<file path="src/rtl/cart_mapper_pkg.sv">
package cart_mapper_pkg;

    localparam int unsigned PRG_BANK_W = 5;
    localparam int unsigned CHR_BANK_W = 2;
    localparam int unsigned REG_W      = 1 + CHR_BANK_W + PRG_BANK_W;

    localparam int unsigned MIR_VERTICAL   = 0;
    localparam int unsigned MIR_HORIZONTAL = 1;
    localparam int unsigned MIR_ONE_SCREEN = 2;

    typedef struct packed {
        logic                  page;
        logic [CHR_BANK_W-1:0] chr_bank;
        logic [PRG_BANK_W-1:0] prg_bank;
    } bank_fields_t;

endpackage

</file>
<file path="src/rtl/cart_bus_decode.sv">
module cart_bus_decode
    import cart_mapper_pkg::*;
#(
    parameter bit FLASHABLE    = 1'b0,
    parameter bit BUS_CONFLICT = 1'b1
) (
    input  logic             romsel_n,
    input  logic             cpu_rw,
    input  logic             cpu_a14,
    input  logic [REG_W-1:0] cpu_d,
    input  logic [REG_W-1:0] rom_q,
    output logic             reg_load,
    output logic [REG_W-1:0] reg_data,
    output logic             prg_we_n,
    output logic             prg_oe_n
);

    logic bus_write;
    logic bus_read;

    always_comb begin
        bus_write = !romsel_n && !cpu_rw;
        bus_read  = !romsel_n &&  cpu_rw;
        prg_oe_n  = !bus_read;
    end

    generate
        if (FLASHABLE) begin : g_flash
            // upper half clocks the register, lower half goes to the ROM
            always_comb begin
                reg_load = bus_write &&  cpu_a14;
                prg_we_n = !(bus_write && !cpu_a14);
                reg_data = cpu_d;
            end
        end else begin : g_locked
            always_comb begin
                reg_load = bus_write;
                prg_we_n = 1'b1;
            end
            if (BUS_CONFLICT) begin : g_conflict
                always_comb reg_data = cpu_d & rom_q;
            end else begin : g_clean
                always_comb reg_data = cpu_d;
            end
        end
    endgenerate

    // ROM is never written and read in the same cycle
    always_comb begin
        a_r7_we_oe_exclusive: assert (!(!prg_we_n && !prg_oe_n));
    end

endmodule

</file>
<file path="src/rtl/cart_bank_reg.sv">
module cart_bank_reg
    import cart_mapper_pkg::*;
(
    input  logic             clk,
    input  logic             rst_n,
    input  logic             load,
    input  logic [REG_W-1:0] din,
    output bank_fields_t     bank
);

    typedef struct packed {
        bank_fields_t bank;
    } reg_state_t;

    reg_state_t state_d;
    reg_state_t state_q;

    always_comb begin
        state_d = state_q;
        if (load) begin
            state_d.bank = bank_fields_t'(din);
        end
    end

    always_ff @(posedge clk or negedge rst_n) begin
        if (!rst_n) begin
            state_q <= '0;
        end else begin
            state_q <= state_d;
        end
    end

    assign bank = state_q.bank;

    // without a load strobe the register holds
    a_r10_hold_without_load: assert property (
        @(posedge clk) disable iff (!rst_n)
        !load |=> $stable(state_q)
    );

endmodule

</file>
<file path="src/rtl/cart_addr_map.sv">
module cart_addr_map
    import cart_mapper_pkg::*;
#(
    parameter int unsigned CHR_KB = 32,
    parameter int unsigned MIRROR = MIR_ONE_SCREEN
) (
    input  bank_fields_t          bank,
    input  logic                  cpu_a14,
    input  logic                  ppu_a10,
    input  logic                  ppu_a11,
    output logic [PRG_BANK_W-1:0] prg_hi,
    output logic [CHR_BANK_W-1:0] chr_hi,
    output logic                  ciram_a10
);

    localparam int unsigned CHR_BANKS_USED = (CHR_KB >= 32) ? 2 : (CHR_KB >= 16) ? 1 : 0;

    // every upper PRG line is forced high in the fixed window
    generate
        for (genvar i = 0; i < PRG_BANK_W; i++) begin : g_prg
            assign prg_hi[i] = bank.prg_bank[i] | cpu_a14;
        end
        for (genvar j = 0; j < CHR_BANK_W; j++) begin : g_chr
            if (j < CHR_BANKS_USED) begin : g_bank
                assign chr_hi[j] = bank.chr_bank[j];
            end else begin : g_tie
                assign chr_hi[j] = 1'b1;
            end
        end
        if (MIRROR == MIR_VERTICAL) begin : g_vert
            assign ciram_a10 = ppu_a10;
        end else if (MIRROR == MIR_HORIZONTAL) begin : g_horiz
            assign ciram_a10 = ppu_a11;
        end else begin : g_one
            assign ciram_a10 = bank.page;
        end
    endgenerate

endmodule

</file>
<file path="src/rtl/cart_mapper.sv">
module cart_mapper
    import cart_mapper_pkg::*;
#(
    parameter bit          FLASHABLE    = 1'b0,
    parameter bit          BUS_CONFLICT = 1'b1,
    parameter int unsigned CHR_KB       = 32,
    parameter int unsigned MIRROR       = MIR_ONE_SCREEN
) (
    input  logic                  clk,
    input  logic                  rst_n,
    input  logic                  romsel_n,
    input  logic                  cpu_rw,
    input  logic                  cpu_a14,
    input  logic [REG_W-1:0]      cpu_d,
    input  logic [REG_W-1:0]      rom_q,
    input  logic                  ppu_a10,
    input  logic                  ppu_a11,
    output logic [PRG_BANK_W-1:0] prg_hi,
    output logic [CHR_BANK_W-1:0] chr_hi,
    output logic                  ciram_a10,
    output logic                  prg_we_n,
    output logic                  prg_oe_n
);

    logic             reg_load;
    logic [REG_W-1:0] reg_data;
    bank_fields_t     bank;

    cart_bus_decode #(
        .FLASHABLE    (FLASHABLE),
        .BUS_CONFLICT (BUS_CONFLICT)
    ) u_decode (
        .romsel_n (romsel_n),
        .cpu_rw   (cpu_rw),
        .cpu_a14  (cpu_a14),
        .cpu_d    (cpu_d),
        .rom_q    (rom_q),
        .reg_load (reg_load),
        .reg_data (reg_data),
        .prg_we_n (prg_we_n),
        .prg_oe_n (prg_oe_n)
    );

    cart_bank_reg u_reg (
        .clk   (clk),
        .rst_n (rst_n),
        .load  (reg_load),
        .din   (reg_data),
        .bank  (bank)
    );

    cart_addr_map #(
        .CHR_KB (CHR_KB),
        .MIRROR (MIRROR)
    ) u_map (
        .bank      (bank),
        .cpu_a14   (cpu_a14),
        .ppu_a10   (ppu_a10),
        .ppu_a11   (ppu_a11),
        .prg_hi    (prg_hi),
        .chr_hi    (chr_hi),
        .ciram_a10 (ciram_a10)
    );

    generate
        if (FLASHABLE) begin : g_chk_flash
            // a lower-half write only reaches the ROM
            a_r6_lower_write_keeps_bank: assert property (
                @(posedge clk) disable iff (!rst_n)
                (!romsel_n && !cpu_rw && !cpu_a14) |=> $stable(bank)
            );
            // an upper-half write loads the CPU byte as-is
            a_r5_upper_write_loads_data: assert property (
                @(posedge clk) disable iff (!rst_n)
                (!romsel_n && !cpu_rw && cpu_a14) |=> (bank == $past(cpu_d))
            );
        end else if (!BUS_CONFLICT) begin : g_chk_clean
            // any write in the window loads the register
            a_r3_write_loads_data: assert property (
                @(posedge clk) disable iff (!rst_n)
                (!romsel_n && !cpu_rw) |=> (bank == $past(cpu_d))
            );
        end else begin : g_chk_conflict
            // conflicting bus keeps only bits both sides drive high
            a_r4_conflict_and: assert property (
                @(posedge clk) disable iff (!rst_n)
                (!romsel_n && !cpu_rw) |=> (bank == ($past(cpu_d) & $past(rom_q)))
            );
        end
    endgenerate

    // reads and idle cycles leave the bank untouched
    a_r10_no_write_no_change: assert property (
        @(posedge clk) disable iff (!rst_n)
        (romsel_n || cpu_rw) |=> $stable(bank)
    );

endmodule

</file>
<file path="config.mk">
export PLATFORM = sky130hd
export DESIGN_NAME = cart_mapper
export DESIGN_NICKNAME = d
export VERILOG_FILES = /design/src/rtl/cart_mapper_pkg.sv /design/src/rtl/cart_bus_decode.sv /design/src/rtl/cart_bank_reg.sv /design/src/rtl/cart_addr_map.sv /design/src/rtl/cart_mapper.sv
export SDC_FILE = /design/constraint.sdc
export NUM_CORES = 1
export LEC_CHECK = 0
export CORE_MARGIN = 2
export CORE_UTILIZATION = 31
export CTS_BUF_LIST = sky130_fd_sc_hd__clkbuf_16
export CTS_CLUSTER_SIZE = 28
export DETAILED_ROUTE_END_ITERATION = 10
export PLACE_DENSITY = 0.74
export RECOVER_POWER = 25
export SLEW_MARGIN = 20
export SYNTH_ARGS = -nofsm -noshare
export SYNTH_HDL_FRONTEND = slang
export SYNTH_SLANG_ARGS = --single-unit
</file>
<file path="constraint.sdc">
create_clock -name clk -period 1 [get_ports clk]
set_input_delay 0.25 -clock clk [delete_from_list [all_inputs] [get_ports clk]]
set_output_delay 0.25 -clock clk [all_outputs]
set_load 0.005 [all_outputs]
</file>
==> results_dict.tcl, run 1 <==
set metrics [dict create \
    outcome "finished, violations left" \
    violations "setup timing" \
    coreArea_um2 1280 \
    die_x_um 40.9 \
    antenna_found_initial 0 \
    place_congestion 0.640 \
    die_area_um2 1670 \
    post-route-drc-count 0 \
    num_io_pins 33 \
    place_hpwl_um 765 \
    required_ns 0.75 \
    setup_ws_ns -0.199 \
    synth_cells 44 \
    start_kind "flop" \
    ir_drop_mv 0.833 \
    synth_warnings 0 \
    clk_latency_ns 0.23 \
    setup-tns-final_ns -0.920 \
    finalSetupViolations 5 \
    ctsHtreeMaxLevel 1 \
    clock_skew_ns 0 \
    drv_cap 0 \
    cts_root_buf "clkbuf_16" \
    clock_sinks 8 \
    slew_viol_final 0 \
    holdWs_ns 0.370 \
    syn_to_final_growth_pct 86.6 \
    clk_pin_slew_ns 0.04 \
    port_buffers 29 \
    min_path_type "primary input to async pin" \
    synth-seq-area-share 0.475 \
    synth_cell_types 10 \
    drt_first_iter_violations 16 \
    grtUsageTotal 0.146 \
    rsz0062_at_grt "yes" \
    path_buf_inv 1 \
    leakage_nw 0.355 \
    num_antenna_cells 0 \
    power.density_nw_per_um2 1640 \
    grt_pass1_vias 363 \
    syn_area_um2 422 \
    cp_top_family "flip-flops" \
    largest_register_ffs 8 \
    worstSetupPathType "flop to primary output" \
    grt_max_degree 10 \
    period_needed_ns 1.20 \
    start_util 0.328 \
    fmax_mhz 834 \
    crit_path_end_kind "primary output" \
    slowest_delay_ns 0.38 \
    syn-num-nets 67 \
    die_h_um 40.9 \
    final_cells 89 \
    wl_per_cell_um 12.3 \
    dp_cells 86 \
    dr.pass1.iters 4 \
    cp.arrival_ns 0.95 \
    drive_gt1_frac 0.378 \
    hold_viol 0 \
    vias 414 \
    ys_ff_latch 8 \
    wl_mm 1.09 \
    tritoncts "yes" \
    final.period_utilization 1.20 \
    synth_area_per_cell_um2 9.58 \
    ctsLongestPathBuffers 2 \
    post-place-ws_ns -0.739 \
    grt_first_pass_wirelength_mm 1.52 \
    routed_via_density 4.65 \
    crit_fanout 2 \
    detail-route-antenna-nets 0 \
    final_core_utilization 0.612 \
    fin_nets 99 \
    gr-total-overflow 0 \
    cp_slowest_cell "dfrtp_1" \
    numCtsBuffers 3 \
    cp_cell_sequence "or2_4, buf_6" \
    rows 13 \
]
power breakdown:
part           switching, mW  leakage [nW]  internal (mW)
logic                 0.0902         0.213          0.162
clock network          0.150        0.0370          0.515
registers             0.0146         0.105          0.359
total                  0.255         0.355           1.04
logic make-up after synthesis:
family | synth area share
compound gates | 0.261
simple gates | 0.175
flops | 0.475
buf+inv | 0.0801
other cells | 0.00889
Yosys cell counts:
| master | n | share of area |
|---|---|---|
| nand2b_1 | 1 | 0.015 |
| or2_2 | 5 | 0.074 |
| conb_1 | 1 | 0.0089 |
| buf_4 | 3 | 0.053 |
| nand2_1 | 8 | 0.071 |
| o21ai_0 | 8 | 0.095 |
| or2_1 | 1 | 0.015 |
| dfrtp_1 | 8 | 0.47 |
| o21ai_2 | 8 | 0.17 |
| buf_6 | 1 | 0.027 |
cell usage in the layout (no fill, tap or decap):
cell type / synthesis / layout
clkdlybuf4s50_1: 0 / 16
nand2_1: 8 / 8
o21ai_0: 8 / 8
o21ai_2: 8 / 8
dfrtp_1: 8 / 8
or2_4: 0 / 6
buf_6: 1 / 5
buf_2: 0 / 4
clkbuf_16: 0 / 3
clkdlybuf4s15_1: 0 / 2
buf_4: 3 / 2
nand2b_1: 1 / 1
conb_1: 1 / 1
dlygate4sd2_1: 0 / 1
dlygate4sd3_1: 0 / 1
per-stage QoR:
step                      power [mW]  area (um^2)
after global placement         0.620          712
after CTS                       1.30          786
after floorplan                0.470          422
final                           1.29          787
after global routing            1.35          787
after detailed placement       0.625          712
cell type report:
class	count	area, um^2
Sequential cell	8	200
Timing Repair Buffer	31	290
Multi-Input combinational cell	32	203
Tap cell	15	18.8
Fill cell	119	498
Clock buffer	3	75.1
worst paths after layout:
kind,start,cells after the start,to,slack [ns]
min in group clk,u_reg.bank[5]$_DFFE_PN0P_,2,u_reg.bank[5]$_DFFE_PN0P_,0.51
max in group asynchronous,rst_n,1,u_reg.bank[3]$_DFFE_PN0P_,0.36
setup / recovery,u_reg.bank[2]$_DFFE_PN0P_,2,prg_hi[2],-0.20
setup reg to reg,u_reg.bank[2]$_DFFE_PN0P_,2,u_reg.bank[2]$_DFFE_PN0P_,0.31
hold reg to reg,u_reg.bank[5]$_DFFE_PN0P_,2,u_reg.bank[5]$_DFFE_PN0P_,0.51
hold / removal,rst_n,1,u_reg.bank[2]$_DFFE_PN0P_,0.37
metal layers:
metal | part of all wire | wire, um | global-route usage
met5 | 0 | 0 | 0
met4 | 0 | 0 | 0.100
met3 | 0.093 | 102 | 0.0326
met2 | 0.54 | 593 | 0.227
met1 | 0.36 | 396 | 0.177
what timing repair did:
item / 4_1_cts / 5_1_grt
resized for setup: 51 / 1
hold endpoints to repair: 0 / 0
hold buffers: 0 / 0
setup buffers: 0 / 0
pin swaps: 1 / 1
endpoints found under the setup margin: 17 / 5
Note: power is estimated with default switching activity, not from simulation.
==> inputs of run 2 (changes only) <==
--- a/config.mk
+++ b/config.mk
@@ -13,4 +13,5 @@
 export PLACE_DENSITY = 0.74
 export RECOVER_POWER = 25
+export SETUP_SLACK_MARGIN = 0.5
 export SLEW_MARGIN = 20
 export SYNTH_ARGS = -nofsm -noshare
==> constraint.sdc (replaced) <==
create_clock -name clk -period 1 [get_ports clk]
set_input_delay 0.1 -clock clk [delete_from_list [all_inputs] [get_ports clk]]
set_output_delay 0.1 -clock clk [all_outputs]
set_load 0.005 [all_outputs]
==> run 2 against run 1 <==
The run ends with hold timing, setup timing left. Flip-flop and latch count is the same. Combinational power rose by 9.9%. Sequential power hardly changed. Clock power about the same. Final cell count is 1.1% higher. Routed wire length rose by 0.37%. Critical endpoint unchanged.
==> results_dict.tcl, run 2 (synthesis gave the netlist of run 1 again) <==
set metrics [dict create \
    routed_via_density 4.59 \
    drive_gt1_frac 0.453 \
    path_buf_inv 1 \
    clk_latency_ns 0.23 \
    detail-route-antenna-nets 0 \
    die_h_um 40.9 \
    vias 413 \
    num_io_pins 33 \
    drv_cap 0 \
    worstSetupPathType "flop to primary output" \
    antenna_found_initial 0 \
    violations "hold timing, setup timing" \
    dr_wl_met3_um 84 \
    holdWs_ns -0.210 \
    post-route-drc-count 0 \
    start_kind "flop" \
    slew_viol_final 0 \
    die_area_um2 1670 \
    mostFrequentLayoutCells "16 x clkdlybuf4s50_1, 9 x o21ai_2, 8 x nand2_1, 8 x buf_6, 8 x dfrtp_1" \
    setup-tns-final_ns -0.155 \
    top_layer_used "met4" \
    rr_endpoint "u_reg.bank[6]$_DFFE_PN0P_" \
    wl_met1_um 450 \
    gr-total-overflow 0 \
    grt_first_pass_wirelength_mm 1.55 \
    syn_to_final_growth_pct 93.8 \
    grt_pass1_vias 358 \
    place_congestion 0.623 \
    cp.arrival_ns 0.93 \
    min_path_type "primary input to async pin" \
    cts_root_buf "clkbuf_16" \
    wl_mm 1.10 \
    r2r_start "u_reg.bank[6]$_DFFE_PN0P_" \
    met2_length_um 542 \
    ir_drop_mv 0.933 \
    port_buffers 29 \
    required_ns 0.90 \
    ctsLongestPathBuffers 2 \
    start_util 0.328 \
    leakage_nw 0.370 \
    fin_total_pwr_mw 1.32 \
    final_core_utilization 0.636 \
    largest_register_ffs 8 \
    finalSetupViolations 5 \
    grtUsageTotal 0.151 \
    tritoncts "yes" \
    fmax_mhz 967 \
    r2r_cells 3 \
    ctsHtreeMaxLevel 1 \
    clock_skew_ns 0 \
    wl_per_cell_um 12.2 \
    fin_nets 100 \
    period_needed_ns 1.03 \
    crit_path_end_kind "primary output" \
    die_x_um 40.9 \
    cp_slowest_cell "dfrtp_1" \
    coreArea_um2 1280 \
    cp_cell_sequence "or2_4, buf_6" \
    outcome "finished, violations left" \
    num_antenna_cells 0 \
    num-fill-cells 109 \
    grt_max_degree 10 \
    rsz0062_at_grt "yes" \
    clock_sinks 8 \
    setup_ws_ns -0.0345 \
    final.period_utilization 1.03 \
    rows 13 \
    hold_buffers 0 \
    slowest_delay_ns 0.36 \
    final_common_cell "clkdlybuf4s50_1" \
    dr.pass1.iters 4 \
    place_hpwl_um 773 \
    clk_pin_slew_ns 0.04 \
    crit_fanout 2 \
    setup.reg_to_reg.worst_slack_ns 0.28 \
    drt_first_iter_violations 2 \
    numCtsBuffers 3 \
    power.density_nw_per_um2 1620 \
    hold_viol 8 \
    cp_top_family "flip-flops" \
]
-- run 2: worst max-delay path by stage --
stage / endpoint / cells after the start / startpoint / slack, ns
CTS: prg_hi[0] / 2 / u_reg.bank[0]$_DFFE_PN0P_ / -0.04
global route: prg_hi[3] / 2 / u_reg.bank[3]$_DFFE_PN0P_ / -0.06
detailed placement: prg_hi[0] / 3 / cpu_a14 / -0.42
global placement: prg_hi[2] / 3 / cpu_a14 / -0.40
floorplan: prg_hi[0] / 1 / u_reg.bank[0]$_DFFE_PN0P_ / 0.33
finish: prg_hi[2] / 2 / u_reg.bank[2]$_DFFE_PN0P_ / -0.03
-- run 2: area by class of cell --
type / count / area [um^2] / share of cell area
timing repair buffer: 32 / 298 / 0.364
multi-input combinational: 32 / 225 / 0.276
sequential: 8 / 200 / 0.245
clock buffer: 3 / 75.1 / 0.0919
tap: 15 / 18.8 / 0.0230
-- run 2: routing by layer --
metal / vias to the layer above / GRT usage
li1: 206 / -
met2: 20 / 0.207
met4: 0 / 0.125
met3: 2 / 0.0326
met1: 185 / 0.199
met5: - / 0
-- run 2: through the flow --
stage	setup WS, ns	instance area [um^2]	instances
floorplan	0.332	442	44
global placement	-0.401	724	86
detailed placement	-0.420	724	86
CTS	-0.0373	812	90
global route	-0.0572	817	90
finish	-0.0345	817	90
-- run 2: timing repair --
item | in CTS | in global routing
gates cloned | 0 | 0
buffers inserted | 1 | 0
endpoints found under the setup margin | 17 | 25
endpoints found under the hold margin | 0 | 8
gates resized for setup | 60 | 5
pin swaps | 0 | 0
-- run 2: power by group --
group	leakage, nW	internal [mW]	switching [mW]
registers	0.105	0.359	0.0163
logic	0.228	0.178	0.0995
clock network	0.0370	0.515	0.152
total	0.370	1.05	0.268
==> inputs of run 3 (changes only) <==
==> constraint.sdc (replaced) <==
create_clock -name clk -period 1 [get_ports clk]
set_input_delay 0.1 -clock clk [delete_from_list [all_inputs] [get_ports clk]]
set_output_delay 0.1 -clock clk [all_outputs]
set_load 0.1 [all_outputs]
==> run 3 against run 2 <==
The flow still finishes with violations (hold timing, setup timing). Sequential power rose by 4%. Fmax shrank 8.0%. Clock power grew 1%. Die area stayed put. Clock skew stayed put. Combinational power grew 140%. Critical path depth unchanged. Critical path type unchanged. Largest cell class unchanged. Largest power group unchanged.
==> results_dict.tcl, run 3 (synthesis gave the netlist of run 1 again) <==
set metrics [dict create \
    drv_cap 0 \
    vias 441 \
    start_util 0.328 \
    path_buf_inv 1 \
    holdWs_ns -0.225 \
    rr_endpoint "u_reg.bank[7]$_DFFE_PN0P_" \
    cp_slowest_cell "dfrtp_1" \
    clk_pin_slew_ns 0.04 \
    setup.reg_to_reg.worst_slack_ns 0.16 \
    ctsHtreeMaxLevel 1 \
    final_common_cell "clkdlybuf4s50_1" \
    coreArea_um2 1280 \
    port_buffers 29 \
    die_h_um 40.9 \
    num_antenna_cells 0 \
    routed_via_density 4.59 \
    ir_drop_mv 1.95 \
    ctsLongestPathBuffers 2 \
    worstSetupPathType "flop to primary output" \
    dp_cells 86 \
    final.period_utilization 1.12 \
    slowest_delay_ns 0.38 \
    place_area_um2 830 \
    setup_ws_ns -0.124 \
    min_path_type "primary input to async pin" \
    wl_per_cell_um 12.1 \
    dr.pass1.iters 3 \
    grtUsageTotal 0.158 \
    final_core_utilization 0.757 \
    largest_register_ffs 8 \
    cp.arrival_ns 1.02 \
    leakage_nw 0.435 \
    fin_total_pwr_mw 1.72 \
    clk_latency_ns 0.23 \
    numCtsBuffers 3 \
    grt_max_degree 9 \
    antenna_found_initial 0 \
    hold_viol 8 \
    detail-route-antenna-nets 0 \
    tritoncts "yes" \
    required_ns 0.90 \
    post-route-drc-count 0 \
    outcome "finished, violations left" \
    clock_sinks 8 \
    power.density_nw_per_um2 1770 \
    grt_pass1_vias 398 \
    rows 13 \
    cts_root_buf "clkbuf_16" \
    die_x_um 40.9 \
    drive_gt1_frac 0.506 \
    r2r_start "u_reg.bank[7]$_DFFE_PN0P_" \
    place_hpwl_um 834 \
    fmax_mhz 889 \
    hold_buffers 0 \
    rsz0062_at_grt "yes" \
    crit_path_end_kind "primary output" \
    r2r_cells 3 \
    finalSetupViolations 5 \
    crit_fanout 2 \
    cp_cell_sequence "or2_4, buf_12" \
    drt_first_iter_violations 4 \
    fin_nets 105 \
    clock_skew_ns 0 \
    fin_area_um2 972 \
    cp_top_family "flip-flops" \
    violations "hold timing, setup timing" \
    period_needed_ns 1.12 \
    place_congestion 0.668 \
    grt_first_pass_wirelength_mm 1.62 \
    mostFrequentLayoutCells "16 x clkdlybuf4s50_1, 12 x o21ai_2, 9 x buf_12" \
    start_kind "flop" \
    post-place-ws_ns -0.210 \
    wl_mm 1.17 \
    setup-tns-final_ns -0.540 \
    slew_viol_final 0 \
    syn_to_final_growth_pct 131 \
    die_area_um2 1670 \
    num_io_pins 33 \
    gr-total-overflow 0 \
    final_cells 96 \
]
[run 3: worst max path at each step]
stage | start | endpoint | slack [ns] | depth (start not counted)
detailed placement | cpu_rw | u_reg.bank[6]$_DFFE_PN0P_ | -0.21 | 3
global route | u_reg.bank[1]$_DFFE_PN0P_ | prg_hi[1] | -0.14 | 2
global placement | cpu_rw | u_reg.bank[7]$_DFFE_PN0P_ | -0.20 | 3
CTS | u_reg.bank[1]$_DFFE_PN0P_ | prg_hi[1] | -0.13 | 2
floorplan | u_reg.bank[7]$_DFFE_PN0P_ | u_reg.bank[7]$_DFFE_PN0P_ | 0.12 | 2
finish | u_reg.bank[1]$_DFFE_PN0P_ | prg_hi[1] | -0.12 | 2
[run 3: timing repair]
item | CTS | global route
setup endpoints to repair | 17 | 25
resized for setup | 21 | 3
endpoints found under the hold margin | 0 | 8
buffers inserted | 5 | 1
[run 3: where the power goes]
part	internal (mW)	switching (mW)
Clock	0.520	0.154
Combinational	0.286	0.375
Sequential	0.362	0.0275
[run 3: layout make-up]
type	count	area [um^2]
clock inverters	1	3.75
well taps	15	18.8
clock buffers	3	75.1
repair buffers	37	448
fillers	84	313
flip-flops and latches	8	204
multi-input cells	32	223
[run 3: layer usage]
| metal | vias to the layer above | routed length (um) | track usage |
|---|---|---|---|
| met5 | - | 0 | 0 |
| met4 | 0 | 0 | 0.0500 |
| met3 | 0 | 49 | 0.0489 |
| met2 | 16 | 697 | 0.316 |
| met1 | 208 | 417 | 0.145 |
| li1 | 217 | - | - |
